==> src/rtl/irq_evt_pkg.sv <==
package irq_evt_pkg;
    localparam int DATA_W    = 32;
    localparam int ADDR_W    = 2;
    localparam int NUM_LINES = 13;

    // event bit positions
    localparam int EV_UNDERRUN  = 19;
    localparam int EV_RETRY_LIM = 20;
    localparam int EV_LATE_COL  = 21;
    localparam int EV_BUS_ERR   = 22;
    localparam int EV_MGMT_DONE = 23;
    localparam int EV_RX_BUF    = 24;
    localparam int EV_RX_FRAME  = 25;
    localparam int EV_TX_BUF    = 26;
    localparam int EV_TX_FRAME  = 27;
    localparam int EV_GSTOP     = 28;
    localparam int EV_BABBLE_TX = 29;
    localparam int EV_BABBLE_RX = 30;
    localparam int EV_HEARTBEAT = 31;

    localparam logic [ADDR_W-1:0] ADR_EVT  = 2'd0;
    localparam logic [ADDR_W-1:0] ADR_MASK = 2'd1;
    localparam logic [ADDR_W-1:0] ADR_TXC  = 2'd2;
    localparam int TXC_GSTOP_BIT = 0;

    typedef struct packed {
        logic [DATA_W-1:0] evt;
        logic [DATA_W-1:0] mask;
    } bank_t;

    // source event bit of each interrupt line; the order is fixed
    function automatic int line_src(input int idx);
        case (idx)
            0:       line_src = EV_TX_FRAME;
            1:       line_src = EV_TX_BUF;
            2:       line_src = EV_UNDERRUN;
            3:       line_src = EV_RETRY_LIM;
            4:       line_src = EV_RX_FRAME;
            5:       line_src = EV_RX_BUF;
            6:       line_src = EV_MGMT_DONE;
            7:       line_src = EV_LATE_COL;
            8:       line_src = EV_HEARTBEAT;
            9:       line_src = EV_GSTOP;
            10:      line_src = EV_BUS_ERR;
            11:      line_src = EV_BABBLE_TX;
            default: line_src = EV_BABBLE_RX;
        endcase
    endfunction
endpackage

==> src/rtl/evt_reg_bank.sv <==
module evt_reg_bank
    import irq_evt_pkg::*;
(
    input  logic              clk,
    input  logic              rst,
    input  logic              wr_evt,
    input  logic              wr_mask,
    input  logic [DATA_W-1:0] wdata,
    input  logic [DATA_W-1:0] set_vec,
    output logic [DATA_W-1:0] evt_q,
    output logic [DATA_W-1:0] mask_q
);
    bank_t bank_d, bank_q;
    logic [DATA_W-1:0] clr_vec;

    always_comb begin
        bank_d  = bank_q;
        clr_vec = wr_evt ? wdata : '0;
        // set is applied after clear so a colliding pulse survives
        bank_d.evt = (bank_q.evt & ~clr_vec) | set_vec;
        if (wr_mask) begin
            bank_d.mask = wdata;
        end
    end

    always_ff @(posedge clk) begin
        if (rst) begin
            bank_q <= '0;
        end else begin
            bank_q <= bank_d;
        end
    end

    assign evt_q  = bank_q.evt;
    assign mask_q = bank_q.mask;
endmodule

==> src/rtl/irq_line_map.sv <==
module irq_line_map
    import irq_evt_pkg::*;
(
    input  logic                 clk,
    input  logic                 rst,
    input  logic [DATA_W-1:0]    evt,
    input  logic [DATA_W-1:0]    mask,
    output logic [NUM_LINES-1:0] irq_q
);
    logic [NUM_LINES-1:0] irq_d;

    for (genvar i = 0; i < NUM_LINES; i++) begin : g_line
        localparam int SRC = line_src(i);
        always_comb begin
            irq_d[i] = evt[SRC] & mask[SRC];
        end
    end

    always_ff @(posedge clk) begin
        if (rst) begin
            irq_q <= '0;
        end else begin
            irq_q <= irq_d;
        end
    end
endmodule

==> src/rtl/reg_read_port.sv <==
module reg_read_port
    import irq_evt_pkg::*;
(
    input  logic              clk,
    input  logic              rst,
    input  logic              rd_en,
    input  logic [ADDR_W-1:0] addr,
    input  logic [DATA_W-1:0] evt,
    input  logic [DATA_W-1:0] mask,
    output logic [DATA_W-1:0] rdata_q
);
    logic [DATA_W-1:0] rdata_d;

    always_comb begin
        rdata_d = rdata_q;
        if (rd_en) begin
            case (addr)
                ADR_EVT:  rdata_d = evt;
                ADR_MASK: rdata_d = mask;
                default:  rdata_d = '0;
            endcase
        end
    end

    always_ff @(posedge clk) begin
        if (rst) begin
            rdata_q <= '0;
        end else begin
            rdata_q <= rdata_d;
        end
    end
endmodule

==> src/rtl/irq_event_ctrl.sv <==
module irq_event_ctrl
    import irq_evt_pkg::*;
(
    input  logic                 clk,
    input  logic                 rst,
    input  logic                 wr_en,
    input  logic                 rd_en,
    input  logic [ADDR_W-1:0]    addr,
    input  logic [DATA_W-1:0]    wdata,
    output logic [DATA_W-1:0]    rdata_o,
    input  logic [DATA_W-1:0]    evt_pulse_i,
    output logic [NUM_LINES-1:0] irq_o
);
    logic              wr_evt, wr_mask, gstop_req;
    logic [DATA_W-1:0] set_vec;
    logic [DATA_W-1:0] evt_q, mask_q;

    always_comb begin
        wr_evt    = wr_en && (addr == ADR_EVT);
        wr_mask   = wr_en && (addr == ADR_MASK);
        gstop_req = wr_en && (addr == ADR_TXC) && wdata[TXC_GSTOP_BIT];
        set_vec   = evt_pulse_i;
        set_vec[EV_GSTOP] = evt_pulse_i[EV_GSTOP] | gstop_req;
    end

    evt_reg_bank u_bank (
        .clk     (clk),
        .rst     (rst),
        .wr_evt  (wr_evt),
        .wr_mask (wr_mask),
        .wdata   (wdata),
        .set_vec (set_vec),
        .evt_q   (evt_q),
        .mask_q  (mask_q)
    );

    irq_line_map u_lines (
        .clk   (clk),
        .rst   (rst),
        .evt   (evt_q),
        .mask  (mask_q),
        .irq_q (irq_o)
    );

    reg_read_port u_rd (
        .clk     (clk),
        .rst     (rst),
        .rd_en   (rd_en),
        .addr    (addr),
        .evt     (evt_q),
        .mask    (mask_q),
        .rdata_q (rdata_o)
    );
endmodule

==> config.mk <==
export PLATFORM = sky130hd
export DESIGN_NAME = irq_event_ctrl
export DESIGN_NICKNAME = d
export VERILOG_FILES = /design/src/rtl/irq_evt_pkg.sv /design/src/rtl/evt_reg_bank.sv /design/src/rtl/irq_line_map.sv /design/src/rtl/reg_read_port.sv /design/src/rtl/irq_event_ctrl.sv
export SDC_FILE = /design/constraint.sdc
export NUM_CORES = 1
export LEC_CHECK = 0
export BUFFER_PORTS_ARGS = -buffer_cell sky130_fd_sc_hd__buf_2
export CAP_MARGIN = 20
export CELL_PAD_IN_SITES_DETAIL_PLACEMENT = 2
export CELL_PAD_IN_SITES_GLOBAL_PLACEMENT = 2
export CORE_UTILIZATION = 25
export CTS_BUF_LIST = sky130_fd_sc_hd__clkbuf_8
export CTS_CLUSTER_DIAMETER = 150
export CTS_CLUSTER_SIZE = 28
export DETAILED_ROUTE_END_ITERATION = 8
export PLACE_DENSITY_LB_ADDON = 0.1
export SYNTH_ARGS = -nofsm -noshare
export SYNTH_HDL_FRONTEND = slang
export SYNTH_SLANG_ARGS = --single-unit
==> constraint.sdc <==
create_clock -name clk -period 1.7 [get_ports clk]
set_input_delay 0.255 -clock clk [delete_from_list [all_inputs] [get_ports clk]]
set_output_delay 0.255 -clock clk [all_outputs]
set_load 0.05 [all_outputs]
* Word level (Yosys, flattened, before mapping) *
Index checks and enable logic that the tools add are counted.

word-level totals
  register bits after elaboration = 109
  input bits = 70
  output and inout port bits = 45

cells by class
  equal/unequal tests = 2
  multiplexer cells = 2
  bitwise logic cells = 17
  reductions and logical operators = 5

operators with widths
  cell                                                 count
  case mux 32 bit (2 select lines)                     1
  AND 32 bit                                           1
  2-to-1 mux 32 bit                                    1
  inverter 32 bit                                      1
  bitwise OR 32 bit                                    1
  AND 1 bit                                            13
  logical AND 1 bit                                    4
  equality test 2 x 1 -> 1 bit, second input constant  1
  equality test 2 bit, second input constant           1
  zero test 2 bit                                      1
  bitwise OR 1 bit                                     1

* Logic depth before layout (Yosys ltp) *
Gate-level depths: netlist of run 1.

  depth after elaboration = 6
  gate-level depth with buffers = 6

* Hierarchy *
From an unflattened synthesis of run 1, not the netlist that was laid out.

second synthesis, totals
  cells, all modules = 378
  area, all modules = 4330.4 um^2

by module, submodules not included
  module          instances  cells each  area an instance (um^2)  seq. area each (um^2)
  evt_reg_bank    1          238         2583.7                   1281.2
  reg_read_port   1          109         1323.8                   640.6
  irq_line_map    1          27          389.1                    260.2
  irq_event_ctrl  1          4           33.8                     0.0

* Least setup slack after synthesis of run 1 *
OpenSTA, ideal clock, no wires.

  kind = input-to-reg
  start point = input port addr[0]
  end point = register u_bank.bank_q, in the netlist u_bank.evt_q[10]
  library setup time = 0.132 ns
  arrival time = 1.212 ns
  setup slack = 0.356 ns
  stages on the path = 6
  cell sequence = buf_6 or3b_1 buf_2 buf_6 nor3b_2 nor3_1

on the way
  word-level cells in the longest chain between the ends = 6

RTL lines
  what                  RTL line              source
  start, declared       irq_event_ctrl.sv:8   input logic [ADDR_W-1:0] addr,
  zero test 2 bit       irq_event_ctrl.sv:19  wr_evt = wr_en && (addr == ADR_EVT);
  logical AND 1 bit     irq_event_ctrl.sv:19
  2-to-1 mux 32 bit     evt_reg_bank.sv:18    clr_vec = wr_evt ? wdata : '0;
  inverter 32 bit       evt_reg_bank.sv:20    bank_d.evt = (bank_q.evt & ~clr_vec) | set_vec;
  AND 32 bit            evt_reg_bank.sv:20
  bitwise OR 32 bit     evt_reg_bank.sv:20
  end signal, assigned  evt_reg_bank.sv:30    bank_q <= bank_d;
  end, declared         evt_reg_bank.sv:13    bank_t bank_d, bank_q;

No other way between the ends.
A chain may end at the register's enable or synchronous reset.

* Worst setup path in the final report of run 1 *
  start point = register u_rd.rdata_q[8]
  end point = output port rdata_o[8]

RTL lines
  what                    RTL line              source
  start, declared         reg_read_port.sv:10   output logic [DATA_W-1:0] rdata_q
  start signal, assigned  reg_read_port.sv:29   rdata_q <= rdata_d;
  end, declared           irq_event_ctrl.sv:10  output logic [DATA_W-1:0] rdata_o,

No word-level cell between the ends.

==> metrics.md, run 1 <==
| Metric | Value |
|---|---|
| Slew @ Worst Pin | `0.506 ns` |
| Avg Synthesized Cell Area | `8.89 µm²` |
| Filler instances | `1975` |
| Largest family of logic cells by synthesized area | `simple AND/OR/NAND/NOR gates` |
| Hold Buf Count CTS | `0` |
| Cells on worst reg2reg path | `3` |
| Max incr delay on CP | `0.38 ns` |
| Min Tclk post-route | `1.30 ns` |
| Final worst-path cycle share | `between 70% and 80%` |
| CTS tree | `yes` |
| Crit. End Element | `output port` |
| Max Buffers Root-to-Sink | `2` |
| CP Class | `register to output port` |
| #FFs+latches synth | `around 110` |
| Max Fclk | `between 0.7 and 0.8 GHz` |
| Total GRT Usage | `approximately 16%` |
| Crit-path cells | `buf_2` |
| Endpoints failing setup | `0` |
| Worst path slowest cell | `dfxtp_1` |
| Max-slew violation count | `0` |
| Clock root buffer | `clkbuf_8` |
| Most frequent cells in the layout | `113 x buf_2, 109 x dfxtp_1, 77 x nand2_1` |
| Crit-path max FO | `2` |
| Synth Area in Compound Gates | `7.71%` |
| Worst slew margin | `66.3%` |
| FF-to-FF setup slack | `0.77 ns` |
| # diodes | `0` |
| Synthesized area | `4400 µm²` |
| Vias in the first global route | `4143` |
| IO buf count | `114` |
| Max_cap viols | `0` |
| Simple-Gate Fraction of Synth Area | `between 30 and 40%` |
| Worst clock skew | `0.00936 ns` |
| Overall power | `~5.0 mW` |
| CP top delay family | `flip-flops` |
| Global-route wire length before repair | `roughly 22000 µm` |
| Vias | `3727` |
| Router iterations before antenna repair | `6` |
| Core ar. | `17200 µm²` |
| CTS Buf Count | `9` |
| Crit path depth | `1` |
| Worst skew pair latency | `0.39 ns` |
| Initial antenna violation count | `0` |
| Layout Nets | `roughly 670` |
| Worst-path clk slew | `0.11 ns` |
| Setup TNS | `0 ns` |
| Number of DRC markers in iteration 0 | `104` |
| Die span in x | `135 µm` |
| Post-Synthesis Cells | `495` |
| Clock sink count | `roughly 110` |
| Peak VDD IR | `308 µV` |
| Ports | `115` |
| Row count | `48` |
| Outcome | `completed` |
| CP required | `between 1 and 1.5 ns` |
| Startpoint Class | `register` |
| P&R area growth vs syn | `23.3%` |
| Congestion Overflow GR | `0` |
| Adder-cell share of the synthesized area | `0%` |
| Commonest non-fill, non-tap cell in the layout | `buf_2` |
| Synth warn | `0` |
| PD cells | `925 nW/µm²` |
| Gpl congestion | `0.695` |
| Tightest Hold Check Type | `primary input to register` |
| Crit path DAT | `between 1 and 1.5 ns` |
| Hold Path Depth | `3` |
| Share of post-route cells with drive strength above 1 | `34.1%` |
| Mux share of post-synthesis cell area | `8.19%` |
| Routed wire per std cell | `16.8 µm` |
| Syn Nets | `565` |
| Unique cell type count in the Yosys netlist | `19` |
| Xor/xnor share of the synthesized area | `0%` |
| Post-cts gate resize count | `0` |
| Initial Util | `25.5%` |
| Largest net degree at the start of global routing | `110` |
| Antenna-violating nets left | `0` |
| Area of the die | `18100 µm²` |
| Routed Wire Length | `13900 µm` |
| Register area share after synthesis | `49.6%` |
| H-Tree Depth | `3` |
| Vias/cell | `4.50` |
| Setup Fix Bufs, Post-CTS | `0` |
| Die Height | `135 µm` |
| Endpoints failing hold | `0` |
| RSZ-0062 raised after global routing | `no` |
| DRC errors left | `0` |
| Pleak | `2.24 nW` |
| Worst Path Buf+Inv | `1` |
| Hpwl dp | `about 9500 µm` |
==> cell families (layout without fill, tap and decap cells) <==
family | count (synthesis) | count (layout)
muxes | 32 | 32
buffers and inverters | 36 | 145
AOI/OAI and AO/OA | 67 | 67
and+or+nand+nor | 251 | 251
DFF | 109 | 109
==> cells in the mapped netlist (all sizes together) <==
library cell	n	area (µm²)
inv	2	7.51
dfxtp	109	2180
and3b	1	8.76
nand2	77	289
nand3b	1	7.51
a41oi	1	8.76
buf	16	104
nor2	76	285
clkbuf	18	67.6
nor2b	33	206
a21oi	65	325
nor3b	31	378
mux2	32	360
nor3	31	155
or3b	1	8.76
o21ai	1	5.00
==> report_power, final <==
| part | total, mW | internal (mW) | switching, mW |
|---|---|---|---|
| logic | 0.592 | 0.234 | 0.358 |
| clock network | 1.71 | 0.763 | 0.947 |
| registers | 2.71 | 2.66 | 0.0570 |
==> worst min-delay path, delay by kind of cell <==
family	cells	cell delay, ns
AOI/OAI and AO/OA	1	0.05
buffers and inverters	1	0.10
and+or+nand+nor	1	0.05
==> path summary, 6_finish.rpt <==
check / from / endpoint
setup / recovery: u_rd.rdata_q[8] / rdata_o[8]
hold / removal: wdata[6] / u_bank.mask_q[6]
setup reg to reg: u_bank.mask_q[19] / u_rd.rdata_q[19]
hold reg to reg: u_bank.mask_q[28] / u_lines.irq_q[9]
==> state kept, by name (all words and copies together) (netlist names) <==
name	cells
u_rd.rdata_q	32
u_bank.mask_q	32
u_lines.irq_q	13
u_bank.evt_q	32
==> metal layers <==
metal | track usage [%] | share of wire [%] | vias up
met5 | 0 | 0 | -
met1 | 20.4 | 46 | 1808
li1 | - | - | 1840
met3 | 2.74 | 3.4 | 11
met2 | 28.2 | 49 | 68
met4 | 6.55 | 1.5 | 0
==> per-stage QoR <==
step	worst slack (ns)	util [%]	instances	hold WS, ns	instance area (µm²)
after floorplan	0.356	-	495	0.391	4400
after global placement	0.199	30.2	813	0.438	5210
after detailed placement	0.138	30.2	813	0.442	5210
after CTS	0.345	31.5	829	0.0753	5420
after global routing	0.340	31.5	829	0.0801	5420
final	0.403	31.5	829	0.101	5420
==> final cells by class <==
class	count	area [µm²]	share of cell area, %
timing repair buffer	127	696	12.8
clock inverter	5	58.8	1.08
inverter	2	7.51	0.138
clock buffer	11	151	2.79
sequential	109	2180	40.2
multi-input combinational	350	2050	37.7
tap	225	282	5.19
Note: power is estimated with default switching activity, not from simulation.
==> inputs of run 2 (changes only) <==
- clock period: 1.7 -> 1.1 ns (I/O delays scaled with it)
==> run 2 against run 1 <==
Wire length up 0.19%. Critical path depth unchanged. Sequential cell count unchanged. Sequential share of layout area down 2.8 points. Largest power group unchanged. Critical path type unchanged.
==> metrics.md, run 2 (synthesis gave the netlist of run 1 again) <==
| Metric | Value |
|---|---|
| Worst-path clk slew | `0.11 ns` |
| CP required | `0.94 ns` |
| Outcome | `completed` |
| Worst path slowest cell | `dfxtp_1` |
| Pleak | `2.39 nW` |
| Total GRT Usage | `16.1%` |
| Max-slew violation count | `0` |
| Layout Nets | `682` |
| Peak VDD IR | `slightly above 500 µV` |
| Slew @ Worst Pin | `0.262 ns` |
| H-Tree Depth | `3` |
| # diodes | `0` |
| Crit-path cells | `buf_4` |
| Max Fclk | `0.938 GHz` |
| Post-Place Worst Slack | `-0.304 ns` |
| Gpl congestion | `0.704` |
| Congestion Overflow GR | `0` |
| CTS Buf Count | `9` |
| Vias | `3824` |
| Placed cell area | `between 5000 and 6000 µm²` |
| P&R area growth vs syn | `34.7%` |
| Min Tclk post-route | `1.07 ns` |
| Met3 wire len | `437 µm` |
| Max_cap viols | `0` |
| Hpwl dp | `9940 µm` |
| Tightest Hold Check Type | `primary input to register` |
| Filler instances | `roughly 2000` |
| Max incr delay on CP | `0.32 ns` |
| Final Util | `34.4%` |
| Area of the die | `18100 µm²` |
| Most frequent cells in the layout | `79 x dfxtp_1, 77 x nand2_1, 76 x nor2_1` |
| Crit-path max FO | `1` |
| Row count | `48` |
| Startpoint Class | `register` |
| Router iterations before antenna repair | `4` |
| Clock root buffer | `clkbuf_8` |
| Share of post-route cells with drive strength above 1 | `between 30% and 40%` |
| CP Class | `register to output port` |
| Routed wire per std cell | `16.5 µm` |
| Worst Path Buf+Inv | `1` |
| Crit path DAT | `0.90 ns` |
| CTS tree | `yes` |
| Worst skew pair latency | `0.38 ns` |
| Commonest non-fill, non-tap cell in the layout | `dfxtp_1` |
| RSZ-0062 raised after global routing | `yes` |
| PD cells | `between 1000 and 1500 nW/µm²` |
| Hold_ws | `0.0258 ns` |
| Max Used Layer | `met5` |
| Crit. End Element | `output port` |
| Worst clock skew | `between 0.006 and 0.007 ns` |
| DRC errors left | `0` |
| Met2 WL | `~7000 µm` |
| Endpoints failing setup | `0` |
| CP top delay family | `flip-flops` |
| Setup Fix Bufs, Post-CTS | `0` |
| IO buf count | `around 110` |
| Vias/cell | `4.54` |
| Core ar. | `approximately 17000 µm²` |
| Ports | `115` |
| Max Buffers Root-to-Sink | `2` |
| M1 WL | `6260 µm` |
| Final worst-path cycle share | `96.9%` |
| Initial antenna violation count | `1` |
| Number of DRC markers in iteration 0 | `75` |
| Final setup margin | `0.0341 ns` |
| Endpoints failing hold | `0` |
| Routed Wire Length | `13900 µm` |
| Clock sink count | `109` |
| Die span in x | `roughly 130 µm` |
| Overall power | `7.80 mW` |
| Global-route wire length before repair | `22100 µm` |
| Largest net degree at the start of global routing | `50` |
| Die Height | `135 µm` |
| Vias in the first global route | `4221` |
| Antenna-violating nets left | `0` |
| Worst slew margin | `82.5%` |
| Final Cell Area | `5930 µm²` |
| Initial Util | `25.5%` |
[run 2: cell type report]
type                            count  area (µm²)  area share [%]
Sequential cell                   109        2220            37.5
Multi-Input combinational cell    350        2050            34.5
Tap cell                          225         282            4.75
Clock buffer                       11         151            2.55
Clock inverter                      5        51.3           0.866
Timing Repair Buffer              140        1170            19.7
Inverter                            2        7.51           0.127
[run 2: path summary, 6_finish.rpt]
path	slack [ns]	to	cells after the start	start
max	0.03	irq_o[8]	1	u_lines.irq_q[8]
min	0.03	u_bank.mask_q[25]	3	wdata[25]
max reg2reg	0.17	u_rd.rdata_q[3]	3	u_bank.mask_q[3]
min reg2reg	0.44	u_lines.irq_q[5]	2	u_bank.mask_q[24]
[run 2: what timing repair did]
item | CTS | global route
resized for setup | 95 | 25
hold endpoints to repair | 2 | 0
endpoints found under the setup margin | 45 | 23
hold buffers | 2 | 0
[run 2: worst reg2reg max path, delay by kind of cell, from the launching register on]
kind | cells | cell delay, ns
simple gates | 1 | 0.05
mux | 1 | 0.29
compound gates | 1 | 0.16
flops | 1 | 0.33
[run 2: metrics by stage]
stage          cells  TNS (ns)
6_report         842         0
5_1_grt          842   -0.0261
4_1_cts          842         0
3_5_place_dp     824    -19.82
3_3_place_gp     824    -17.73
2_1_floorplan    495     -3.83
[run 2: per-layer routing]
layer / vias up / global-route usage [%]
met3: 16 / 2.82
met2: 69 / 27.8
met5: - / 0
li1: 1868 / -
met1: 1869 / 19.9
met4: 2 / 5.87
[run 2: where the power goes]
group | switching, mW | internal (mW) | leakage [nW]
Sequential | 0.0973 | 4.11 | 0.907
Clock | 1.41 | 1.17 | 0.112
Combinational | 0.564 | 0.460 | 1.37
==> inputs of run 3 (changes only) <==
- ABC_CLOCK_PERIOD_IN_PS: not set -> 1100
- REMOVE_ABC_BUFFERS: not set -> 1
==> run 3 against run 2 <==
Hold slack better by 0.0077 ns. Final cell count up 0.95%. Combinational power about the same. Wire length up 1.3%. Total power down 0.59%. Critical path depth unchanged. Global-route usage up 0.38 points. Sequential share of layout area down 0.75 points. Critical path type unchanged. Largest power group unchanged.
==> metrics.md, run 3 (synthesis gave the netlist of run 1 again) <==
| Metric | Value |
|---|---|
| # diodes | `0` |
| Row count | `48` |
| Slew @ Worst Pin | `~0.32 ns` |
| Core ar. | `17200 µm²` |
| Setup TNS | `0 ns` |
| IO buf count | `114` |
| Max-slew violation count | `0` |
| Final cell count without fillers | `between 800 and 900` |
| CP required | `around 0.94 ns` |
| Worst Path Buf+Inv | `1` |
| Setup Fix Bufs, Post-CTS | `0` |
| Clock root buffer | `clkbuf_8` |
| Vias in the first global route | `between 4000 and 5000` |
| Cells on worst reg2reg path | `3` |
| Pleak | `2.44 nW` |
| Startpoint Class | `register` |
| Worst-path clk slew | `0.09 ns` |
| Number of DRC markers in iteration 0 | `96` |
| Gate power share | `13.5%` |
| Critical Path End | `rdata_o[16]` |
| CP Class | `register to output port` |
| Worst clock skew | `between 0.006 and 0.007 ns` |
| Crit-path max FO | `2` |
| Crit path depth | `1` |
| FF-to-FF setup slack | `0.18 ns` |
| Hold_ws | `0.0334 ns` |
| Final Util | `35.4%` |
| Ports | `between 100 and 150` |
| CTS Buf Count | `9` |
| Switching share of total power | `26.1%` |
| Worst path slowest cell | `dfxtp_2` |
| End of the worst register-to-register path | `u_rd.rdata_q[20]` |
| RSZ-0062 raised after global routing | `yes` |
| Initial Util | `25.5%` |
| PD cells | `1270 nW/µm²` |
| Gpl congestion | `approximately 0.7` |
| Die span in x | `135 µm` |
| DRC errors left | `0` |
| Tightest Hold Check Type | `primary input to register` |
| H-Tree Depth | `3` |
| Crit-path cells | `buf_8` |
| Crit. End Element | `output port` |
| Die Height | `135 µm` |
| Worst slew margin | `roughly four fifths` |
| Worst skew pair latency | `0.39 ns` |
| Peak VDD IR | `519 µV` |
| Clock power frac | `32.2%` |
| Max incr delay on CP | `between 0.3 and 0.4 ns` |
| Crit path DAT | `around 0.91 ns` |
| Switching power | `around 2 mW` |
| RR Startpoint | `u_bank.evt_q[20]` |
| Layout Nets | `693` |
| Post-Place Cells | `823` |
| Commonest non-fill, non-tap cell in the layout | `nand2_1` |
| Total GRT Usage | `16.5%` |
| Largest net degree at the start of global routing | `53` |
| Routed wire per std cell | `16.6 µm` |
| Hpwl dp | `9980 µm` |
| Congestion Overflow GR | `0` |
| Cell-internal power | `between 5 and 6 mW` |
| Vias/cell | `4.53` |
| Routed Wire Length | `14100 µm` |
| CTS tree | `yes` |
| CP top delay family | `flip-flops` |
| Initial antenna violation count | `2` |
| Max Fclk | `0.930 GHz` |
| Sequential share of power | `between 50% and 60%` |
| Final worst-path cycle share | `97.7%` |
| Router iterations before antenna repair | `4` |
| Vias | `3851` |
| Antenna-violating nets left | `0` |
| Endpoints failing hold | `0` |
| Max Buffers Root-to-Sink | `2` |
| P&R area growth vs syn | `38.6%` |
| Clock sink count | `109` |
| Endpoints failing setup | `0` |
| Share of post-route cells with drive strength above 1 | `41.1%` |
| Min Tclk post-route | `1.08 ns` |
| Max_cap viols | `0` |
| Global-route wire length before repair | `22400 µm` |
| Area of the die | `18100 µm²` |
| Outcome | `completed` |
| Most frequent cells in the layout | `77 x nand2_1, 76 x nor2_1, 68 x buf_2` |
| Beginning of the critical path | `u_rd.rdata_q[16]` |
==> run 3: changes by cell type in the layout (fill, tap and decap cells not counted), sizes merged <==
cell,before,now
inv,4,2
dlygate4sd3,2,14
clkinv,2,1
buf,138,137
==> run 3: timing repair <==
action                                 in CTS  in global routing
hold buffers                               12                  2
gates resized for setup                   118                 41
endpoints found under the hold margin      12                  2
cloned                                      0                  0
setup endpoints to repair                  45                 42
==> run 3: power groups by stage <==
stage,sequential (mW),combinational (mW),clock [mW]
global route,4.23,1.15,2.81
detailed placement,4.29,0.982,0
floorplan,4.36,0.346,0
global placement,4.27,0.956,0
CTS,4.21,1.06,2.65
finish,4.21,1.05,2.50
==> run 3: worst min-delay path by stage <==
| stage | from | endpoint | slack (ns) | cells past startpoint |
|---|---|---|---|---|
| after floorplan | rst | u_bank.evt_q[28] | 0.23 | 1 |
| after global placement | wdata[2] | u_bank.mask_q[2] | 0.42 | 3 |
| after detailed placement | evt_pulse_i[28] | u_bank.evt_q[28] | 0.43 | 3 |
| after CTS | wdata[9] | u_bank.mask_q[9] | 0.002 | 3 |
| after global routing | wdata[7] | u_bank.mask_q[7] | 0.01 | 3 |
| final | wdata[11] | u_bank.mask_q[11] | 0.03 | 3 |
==> run 3: area by class of cell <==
type                            instances  area (µm²)
Fill cell                            1908       11100
Sequential cell                       109        2240
Multi-Input combinational cell        350        2050
Timing Repair Buffer                  151        1340
Tap cell                              225         282
Clock buffer                           11         151
Clock inverter                          2        35.0
Inverter                                2        7.51
==> run 3: metrics by stage <==
stage          setup WS (ns)  cell area [µm²]  power, mW
2_1_floorplan         -0.468             4230       4.71
3_3_place_gp          -0.329             5340       5.23
3_5_place_dp          -0.337             5340       5.27
4_1_cts              -0.0160             5960       7.92
5_1_grt              -0.0326             6100       8.19
6_report              0.0248             6100       7.75
==> run 3: layer usage <==
layer | track usage, % | vias to the layer above | part of all wire [%]
li1 | - | 1878 | -
met1 | 19.0 | 1878 | 44
met2 | 29.4 | 77 | 50
met3 | 5.07 | 14 | 4.3
met4 | 4.12 | 4 | 1.1
met5 | 0 | - | 0.16
